`src/rtl/i2c_srx_pkg.sv`:
```
package i2c_srx_pkg;
  typedef enum logic [2:0] {
    ST_IDLE,
    ST_RECV,
    ST_ACK,
    ST_HOLD,
    ST_SKIP
  } srx_state_e;
endpackage

```
`src/rtl/i2c_srx_sync.sv`:
```
module i2c_srx_sync #(
  parameter int WIDTH  = 2,
  parameter int STAGES = 2
) (
  input  logic             clk,
  input  logic             rst_n,
  input  logic [WIDTH-1:0] din,
  output logic [WIDTH-1:0] dout
);
  logic [STAGES-1:0][WIDTH-1:0] chain_q;

  // Idle bus lines are high, so the chain resets to ones.
  always_ff @(posedge clk or negedge rst_n) begin
    if (!rst_n) begin
      chain_q <= '1;
    end else begin
      chain_q[0] <= din;
      for (int s = 1; s < STAGES; s++) begin
        chain_q[s] <= chain_q[s-1];
      end
    end
  end

  assign dout = chain_q[STAGES-1];
endmodule

```
`src/rtl/i2c_srx_cond.sv`:
```
module i2c_srx_cond (
  input  logic clk,
  input  logic rst_n,
  input  logic scl_s,
  input  logic sda_s,
  output logic scl_rise,
  output logic scl_fall,
  output logic start_det,
  output logic stop_det
);
  logic scl_q, sda_q;

  always_ff @(posedge clk or negedge rst_n) begin
    if (!rst_n) begin
      scl_q <= 1'b1;
      sda_q <= 1'b1;
    end else begin
      scl_q <= scl_s;
      sda_q <= sda_s;
    end
  end

  assign scl_rise  = scl_s & ~scl_q;
  assign scl_fall  = ~scl_s & scl_q;
  assign start_det = scl_s & scl_q & sda_q & ~sda_s;
  assign stop_det  = scl_s & scl_q & ~sda_q & sda_s;
endmodule

```
`src/rtl/i2c_slave_rx.sv`:
```
module i2c_slave_rx
  import i2c_srx_pkg::*;
#(
  parameter int DATA_W      = 8,
  parameter int ADDR_W      = 7,
  parameter int SYNC_STAGES = 2
) (
  input  logic              clk,
  input  logic              rst_n,
  input  logic              scl_i,
  input  logic              sda_i,
  output logic              scl_pull_o,
  output logic              sda_pull_o,
  input  logic              cfg_enable,
  input  logic              cfg_irq_en,
  input  logic              cfg_ack_inhibit,
  input  logic [ADDR_W-1:0] own_addr,
  input  logic              flag_clr,
  input  logic              data_rd,
  output logic [DATA_W-1:0] rx_data,
  output logic              irq_flag,
  output logic              irq,
  output logic              bus_busy
);
  localparam int CNT_W  = $clog2(DATA_W + 1);
  localparam int DIR_B  = DATA_W - ADDR_W - 1;
  localparam logic [CNT_W-1:0] LAST_BIT = CNT_W'(DATA_W);

  logic [1:0] line_s;
  logic scl_rise, scl_fall, start_det, stop_det;

  i2c_srx_sync #(.WIDTH(2), .STAGES(SYNC_STAGES)) u_sync (
    .clk(clk), .rst_n(rst_n), .din({scl_i, sda_i}), .dout(line_s)
  );

  i2c_srx_cond u_cond (
    .clk(clk), .rst_n(rst_n), .scl_s(line_s[1]), .sda_s(line_s[0]),
    .scl_rise(scl_rise), .scl_fall(scl_fall),
    .start_det(start_det), .stop_det(stop_det)
  );

  srx_state_e        state_q, state_d;
  logic [CNT_W-1:0]  cnt_q, cnt_d;
  logic [DATA_W-1:0] shift_q, shift_d, rx_q, rx_d;
  logic              first_q, first_d;
  logic              sda_pull_q, sda_pull_d, scl_pull_q, scl_pull_d;
  logic              flag_q, flag_d, busy_q, busy_d, flag_set;
  logic              addr_ok;

  assign addr_ok = (shift_q[DATA_W-1 -: ADDR_W] == own_addr) && !shift_q[DIR_B];

  // Next-state logic
  always_comb begin
    state_d    = state_q;
    cnt_d      = cnt_q;
    shift_d    = shift_q;
    rx_d       = rx_q;
    first_d    = first_q;
    sda_pull_d = sda_pull_q;
    scl_pull_d = scl_pull_q;
    flag_set   = 1'b0;
    if (!cfg_enable) begin
      state_d    = ST_IDLE;
      sda_pull_d = 1'b0;
      scl_pull_d = 1'b0;
    end else if (start_det) begin
      state_d    = ST_RECV;
      cnt_d      = '0;
      first_d    = 1'b1;
      sda_pull_d = 1'b0;
      scl_pull_d = 1'b0;
    end else if (stop_det) begin
      state_d    = ST_IDLE;
      sda_pull_d = 1'b0;
      scl_pull_d = 1'b0;
    end else begin
      unique case (state_q)
        ST_RECV: begin
          if (scl_rise && cnt_q != LAST_BIT) begin
            shift_d = {shift_q[DATA_W-2:0], line_s[0]};
            cnt_d   = cnt_q + CNT_W'(1);
          end
          if (scl_fall && cnt_q == LAST_BIT) begin
            if (first_q && !addr_ok) begin
              state_d = ST_SKIP;
            end else begin
              state_d    = ST_ACK;
              sda_pull_d = !cfg_ack_inhibit;
            end
          end
        end
        ST_ACK: begin
          if (scl_rise) begin
            flag_set = 1'b1;
            rx_d     = shift_q;
          end
          if (scl_fall) begin
            state_d    = ST_HOLD;
            sda_pull_d = 1'b0;
            scl_pull_d = 1'b1;
          end
        end
        ST_HOLD: begin
          if (data_rd) begin
            state_d    = ST_RECV;
            cnt_d      = '0;
            first_d    = 1'b0;
            scl_pull_d = 1'b0;
          end
        end
        default: ;
      endcase
    end

    busy_d = busy_q;
    if (start_det)     busy_d = 1'b1;
    else if (stop_det) busy_d = 1'b0;

    flag_d = flag_q;
    if (flag_set)      flag_d = 1'b1;
    else if (flag_clr) flag_d = 1'b0;
  end

  // Registers
  always_ff @(posedge clk or negedge rst_n) begin
    if (!rst_n) begin
      state_q    <= ST_IDLE;
      cnt_q      <= '0;
      shift_q    <= '0;
      rx_q       <= '0;
      first_q    <= 1'b0;
      sda_pull_q <= 1'b0;
      scl_pull_q <= 1'b0;
      flag_q     <= 1'b0;
      busy_q     <= 1'b0;
    end else begin
      state_q    <= state_d;
      cnt_q      <= cnt_d;
      shift_q    <= shift_d;
      rx_q       <= rx_d;
      first_q    <= first_d;
      sda_pull_q <= sda_pull_d;
      scl_pull_q <= scl_pull_d;
      flag_q     <= flag_d;
      busy_q     <= busy_d;
    end
  end

  assign scl_pull_o = scl_pull_q;
  assign sda_pull_o = sda_pull_q;
  assign rx_data    = rx_q;
  assign irq_flag   = flag_q;
  assign irq        = flag_q & cfg_irq_en;
  assign bus_busy   = busy_q;

  AST_BUSY_ON_START: assert property (@(posedge clk) disable iff (!rst_n)
    start_det |=> bus_busy);
  AST_IDLE_ON_STOP: assert property (@(posedge clk) disable iff (!rst_n)
    stop_det |=> !bus_busy);
  AST_QUIET_WHEN_SKIPPING: assert property (@(posedge clk) disable iff (!rst_n)
    (state_q == ST_SKIP || state_q == ST_IDLE) |-> (!sda_pull_o && !scl_pull_o));
  AST_ACK_RESPECTS_INHIBIT: assert property (@(posedge clk) disable iff (!rst_n)
    $rose(sda_pull_o) |-> !cfg_ack_inhibit);
  AST_FLAG_AT_RISE: assert property (@(posedge clk) disable iff (!rst_n)
    $rose(irq_flag) |-> $past(scl_rise));
  AST_HOLD_UNTIL_READ: assert property (@(posedge clk) disable iff (!rst_n)
    (scl_pull_o && !data_rd && cfg_enable && !start_det && !stop_det) |=> scl_pull_o);
  AST_READ_RELEASES: assert property (@(posedge clk) disable iff (!rst_n)
    (scl_pull_o && data_rd) |=> !scl_pull_o);
  AST_DISABLED_QUIET: assert property (@(posedge clk) disable iff (!rst_n)
    !cfg_enable |=> (!sda_pull_o && !scl_pull_o));
endmodule

```
`config.mk`:
```
export PLATFORM = sky130hd
export DESIGN_NAME = i2c_slave_rx
export DESIGN_NICKNAME = d
export VERILOG_FILES = /design/src/rtl/i2c_srx_pkg.sv /design/src/rtl/i2c_srx_sync.sv /design/src/rtl/i2c_srx_cond.sv /design/src/rtl/i2c_slave_rx.sv
export SDC_FILE = /design/constraint.sdc
export NUM_CORES = 1
export LEC_CHECK = 0
export ABC_AREA = 1
export CAP_MARGIN = 10
export CORE_AREA = 2 2 79 81
export CTS_CLUSTER_DIAMETER = 80
export DETAILED_ROUTE_END_ITERATION = 16
export DIE_AREA = 0 0 81 83
export HOLD_SLACK_MARGIN = 0.06
export PLACE_DENSITY = 0.51
export SETUP_SLACK_MARGIN = 0.5
export SYNTH_ARGS = -nofsm -noshare
export SYNTH_HDL_FRONTEND = slang
export SYNTH_SLANG_ARGS = --single-unit
export TNS_END_PERCENT = 100
```
`constraint.sdc`:
```
create_clock -name clk -period 2.2 [get_ports clk]
set_clock_uncertainty 0.1 [all_clocks]
set_input_delay 0.44 -clock clk [delete_from_list [all_inputs] [get_ports clk]]
set_output_delay 0.44 -clock clk [all_outputs]
set_load 0.05 [all_outputs]
```
# After elaboration in Yosys (flattened, before gate mapping)

Cells that the tools add are included.

Register bits after elaboration: 34
Output and inout port bits: 13
Logic and storage cells: 101
Input bits: 16

$add $sub $neg: 1
Reduce and logical (&&, ||, !) cells: 19
Equality and inequality tests: 16
Mux-type cells: 38
Bitwise gates (word level): 14

Operator list:

| operator              | count |
|---|---|
| $mux W1               | 23 |
| $mux W3               | 7 |
| $ne A5 B5 Y1 const B  | 4 |
| $mux W4               | 4 |
| $reduce_and A5 Y1     | 3 |
| $reduce_and A4 Y1     | 3 |
| $ne A5 B1 Y1 const B  | 2 |
| $pmux W3 S3           | 1 |
| $and A1 B1 Y1         | 8 |
| $pmux W4 S2           | 1 |
| $reduce_bool A2 Y1    | 4 |
| $eq A7 B7 Y1          | 1 |
| $eq A3 B2 Y1 const B  | 2 |
| $ne A3 B3 Y1 const B  | 2 |
| $ne A6 B1 Y1 const B  | 1 |
| $not A1 Y1            | 6 |
| $add A4 B1 Y4 const B | 1 |
| $eq A4 B4 Y1 const B  | 1 |
| $logic_and A1 B1 Y1   | 4 |
| $ne A4 B4 Y1 const B  | 1 |
| $pmux W1 S2           | 2 |
| $eq A3 B1 Y1 const B  | 1 |
| $logic_not A1 Y1      | 3 |
| $reduce_and A3 Y1     | 1 |
| other kinds (2)       | 2 |

# Logic depth before layout (Yosys ltp)

Depth after elaboration: 10
Depth in mapped cells: 13
Gate-level depth less buffers: 13

# Hierarchy

A second synthesis with hierarchy kept.

Cell total of the unflattened synthesis: 227
Area, all modules: 1,830.5 µm²

By module, submodules not included:

| module       | cells each | instances | area an instance (µm²) |
|---|---|---|---|
| i2c_slave_rx | 208        | 1         | 1,616.6 |
| i2c_srx_sync | 6          | 1         | 120.1 |
| i2c_srx_cond | 13         | 1         | 93.8 |

# Worst setup path after synthesis

No wires, ideal clock.

Kind: reg2reg
Start point: register u_sync.chain_q, in the netlist u_sync.dout[1]
End point: register cnt_q[0]
Period minus slack after synthesis: 1,671 ps
Arrival time: 1,497 ps
Cell stages (with the launch flop): 10
Required time: 2,026 ps
Setup time: 74 ps
Setup slack: 529 ps
Path through: dfstp_2 -> nand2_1 -> inv_2 -> nand3_4 -> nand3_1 -> nand2_1 -> nor2_4 -> nand3_4 -> buf_6 -> o21ai_2

Longest elaborated chain between the ends: 5

Ends and longest elaborated chain:

| element                                               | RTL line                               | source |
|---|---|---|
| from (decl)                                           | i2c_srx_sync.sv:10                     | `logic [STAGES-1:0][WIDTH-1:0] chain_q;` |
| from (signal, indexed assignment)                     | i2c_srx_sync.sv:19                     | `chain_q[s] <= chain_q[s-1];` |
| $and A1 B1 Y1                                         | i2c_srx_cond.sv:25, i2c_srx_cond.sv:26 |  |
| $and A1 B1 Y1 (on tied branches) (2 in a row)         | i2c_srx_cond.sv:25, i2c_srx_cond.sv:26 |  |
| $ne A3 B3 Y1 (no source line) (tied with other cells) | n/a                                    |  |
| $reduce_and A5 Y1 (no source line)                    | n/a                                    |  |
| to (signal assigned)                                  | i2c_slave_rx.sv:138                    | `cnt_q <= cnt_d;` |
| to (decl)                                             | i2c_slave_rx.sv:43                     | `logic [CNT_W-1:0] cnt_q, cnt_d;` |

Several ways; a longest one is shown, not always the timed one.
A chain may end at the register's enable or synchronous reset.

# Worst setup path in the final report

Start point: register u_sync.chain_q, in the netlist u_sync.dout[1]
End point: register shift_q[7]

Longest elaborated chain between the ends: 5

Ends and longest elaborated chain:

| element                                       | RTL line                               | source |
|---|---|---|
| $and A1 B1 Y1                                 | i2c_srx_cond.sv:25, i2c_srx_cond.sv:26 |  |
| $and A1 B1 Y1 (on tied branches) (2 in a row) | i2c_srx_cond.sv:26, i2c_srx_cond.sv:25 |  |
| $not A1 Y1 (no source line)                   | n/a                                    |  |
| $reduce_and A5 Y1 (no source line) *          | n/a                                    |  |
| to (signal assigned)                          | i2c_slave_rx.sv:139                    | `shift_q <= shift_d;` |
| to (decl)                                     | i2c_slave_rx.sv:44                     | `logic [DATA_W-1:0] shift_q, shift_d, rx_q, rx_d;` |

Every way passes the cells marked *; elsewhere a longest branch is shown, timed or not.

==> results.sh <==
export IMPL_status="complete, no violations"
export IMPL_syn2layout_area_growth_pct=42.38
export IMPL_netSwitchingPower_uw=1146
export IMPL_synth_top_family_by_area="simple AND/OR/NAND/NOR gates"
export IMPL_ant_nets=0
export IMPL_p_int_uw=1607
export IMPL_synthMuxAreaShare=0
export IMPL_numPlacedInstances=312
export IMPL_synth_adder_area_share=0.01472
export IMPL_boundaryPins=29
export IMPL_synth_xor_area_frac=0.005151
export IMPL_swShare=0.4161
export IMPL_initial_core_util=0.2924
export IMPL_antenna_found_initial=0
export IMPL_hold_path_class="flip-flop to flip-flop"
export IMPL_grt_use_total=0.1232
export IMPL_synth_area_sq_mm=0.001700
export IMPL_yosys_area_top_type="dfrtp_1"
export IMPL_cts_root_buffer="clkbuf_8"
export IMPL_fin_setup_tns_ps=0
export IMPL_power_leakage_uw=0.001249
export IMPL_hpwl_microns=2607
export IMPL_wl_per_cell_microns=11.65
export IMPL_syn_avg_cell_area_sq_um=8.175
export IMPL_maxCapViolations=0
export IMPL_post_drt_via_cell_ratio=4.290
export IMPL_final_cells=334
export IMPL_yosys_area_share_simple=0.2627
export IMPL_rsz0062_at_grt="yes"
export IMPL_synth_compound_area_frac=0.1221
export IMPL_ir_drop_v=0.0003632
export IMPL_drive_gt1_frac=0.3127
export IMPL_cts_buffer_depth=2
export IMPL_fin_crit_ps=1803
export IMPL_cts_num_sinks=34
export IMPL_max_stage_delay_ps=550
export IMPL_ys_flop_type="dfrtp_1"
export IMPL_synth_seq_area_share=0.5048
export IMPL_overflow=0
export IMPL_combPwrFrac=0.453
export IMPL_worstMarginPinSlew_ps=486.8
export IMPL_worstSetupStartpointType="flip-flop"
export IMPL_grt_pass1_vias=1410
export IMPL_cpMostUsedCell="nand3_4"
export IMPL_num_nets_final=276
export IMPL_drt_iter0_markers=31
export IMPL_netlist_area_leader_share=0.4121
export IMPL_slew_headroom=0.6767
export IMPL_synth_edf_count=0
export IMPL_fmax_mhz=554.6
export IMPL_powerDensity_mw_per_mm2=1137
export IMPL_rr_worst_depth=11
export IMPL_wl_microns=3891
export IMPL_arrival_ps=1880
export IMPL_synth_top_cells_by_area="dfrtp_1 (41%), nand2_1 (15%), dfstp_2 (9.3%), inv_1 (7.5%), o21ai_2 (5.2%)"
export IMPL_p_seq_frac=0.342
export IMPL_worstPathRequired_ps=2280
export IMPL_die_h_microns=83
export IMPL_finalCritPeriodShare=0.8196
export IMPL_grt_max_degree=35
export IMPL_remaining_drc_errors=0
export IMPL_antenna_cells=0
export IMPL_core_sq_mm=0.005816
export IMPL_fillers=611
export IMPL_first_pass_iters=4
export IMPL_path_cells="nand2_2, inv_2, nand3_4, buf_6, nand2_4, o21ai_4, nor2_4, nand3_4, clkbuf_16, nand2_1, o21ai_2"
export IMPL_cts_clk_slew_worst_paths_ps=70
export IMPL_synth_commonest_cells="nand2_1 (67), inv_1 (34), dfrtp_1 (28), o21ai_0 (17), nor2_1 (13)"
export IMPL_synth_distinct_cells=24
export IMPL_gp_congestion=0.7709
export IMPL_grt_pass1_wl_microns=6437
export IMPL_finalHoldViolCount=0
export IMPL_cts_tree="yes"
export IMPL_ys_warn_count=0
export IMPL_synth_nets=226
export IMPL_power_share_clock=0.204
export IMPL_cts_buffers=5
export IMPL_syn_inst=208
export IMPL_async_flop_share=1.000
export IMPL_worst_path_max_fanout=5
export IMPL_rows=28
export IMPL_setup_viol=0
export IMPL_synth_seq_cells=34
export IMPL_path_class="flip-flop to flip-flop"
export IMPL_fp_dieW_microns=81
export IMPL_maxSlewViolCount=0
export IMPL_dieArea_sq_mm=0.006723
export IMPL_htreeDepth=2
export IMPL_hold_depth=0
export IMPL_worstSkewPairLatency_ps=280
export IMPL_critPathCaptureType="flip-flop"
export IMPL_vias=1433
export IMPL_yosysMostFrequentCell="nand2_1"
export IMPL_crit_slowest_cell="dfstp_2"
export IMPL_port_buffers=28
path summary, 6_finish.rpt:
kind	start	endpoint	slack, ps
hold reg to reg	u_sync.chain_q[1]	u_sync.dout[1]	260
setup / recovery	u_sync.dout[1]	shift_q[7]	400
max in group asynchronous	rst_n	u_cond.scl_q	1210
min in group asynchronous	rst_n	cnt_q[1]	460
hold / removal	u_sync.chain_q[1]	u_sync.dout[1]	260
setup reg to reg	u_sync.dout[1]	shift_q[7]	400
worst max-delay path, delay by kind of cell (launching register included):
family	cells	cell delay (ps)
AO/OA/AOI/OAI	2	110
buffers and inverters	3	380
flip-flops	1	550
AND/OR/NAND/NOR	6	550
metal layers:
metal  global-route usage  part of all wire  vias to the layer above
met3              0.03043             0.031                        2
met5                    0                 0                        -
met4              0.04622             0.011                        0
met2               0.2014              0.49                       19
li1                     -                 -                      745
met1               0.1547              0.46                      667
stage by stage:
stage                       util  setup WS (ps)  total power (uW)  area (sq um)  hold WS, ps
after floorplan                -          528.8              1699          1700        44.41
after global placement    0.3597          235.0              2005          2092        247.6
after detailed placement  0.3597          193.3              2014          2092        251.6
after CTS                 0.3924          451.6              2621          2282        262.7
after global routing      0.4163          300.0              2948          2421        267.8
final                     0.4163          397.0              2753          2421        260.3
layout by cell type (no fill, tap or decap), drive strengths merged, types with 2 or more instances in the layout:
cell type      count
nand2             70
inv               37
dfrtp             28
o21ai             28
buf               16
clkbuf            15
nor2              14
clkdlybuf4s50     10
nand3             10
dfstp              6
dlymetal6s2s       5
clkdlybuf4s15      4
nor3               3
nand3b             2
a21oi              2
ha                 2
clkinv             2
power by group through the flow:
stage | Combinational, uW | Clock (uW) | Sequential, uW
2_1_floorplan | 549 | 0 | 1150
3_3_place_gp | 1050 | 0 | 952
3_5_place_dp | 1060 | 0 | 951
4_1_cts | 1110 | 579 | 932
5_1_grt | 1370 | 606 | 970
6_report | 1250 | 562 | 942
registers in the layout, summed over array words and instances (netlist names), 2 cells and up:
signal,flops
rx_data,8
shift_q,8
cnt_q,4
state_q,3
u_sync.chain_q,2
u_sync.dout,2
kinds of logic (layout without fill, tap and decap cells):
kind of cell,after synthesis,after routing
AO/OA/AOI/OAI,32,32
XOR/XNOR,1,1
adder cells (fa/ha/maj),2,2
buffers and inverters,39,90
flip-flops,34,34
AND/OR/NAND/NOR,100,100
final cells by class:
class	instances	area, sq um	area share
well taps	75	93.84	0.03876
flip-flops and latches	34	858.3	0.3545
clock inverters	3	40.04	0.01654
inverters	37	141.4	0.05840
multi-input cells	135	772.0	0.3189
clock buffers	5	68.82	0.02842
repair buffers	45	446.7	0.1845
timing repair:
| item | in CTS | in global routing |
|---|---|---|
| hold buffers | 0 | 0 |
| resized for setup | 31 | 39 |
| buffers inserted | 6 | 6 |
| gates cloned | 0 | 2 |
| pin swaps | 0 | 10 |
| setup endpoints to repair | 31 | 27 |
Note: power is estimated with default switching activity, not from simulation.
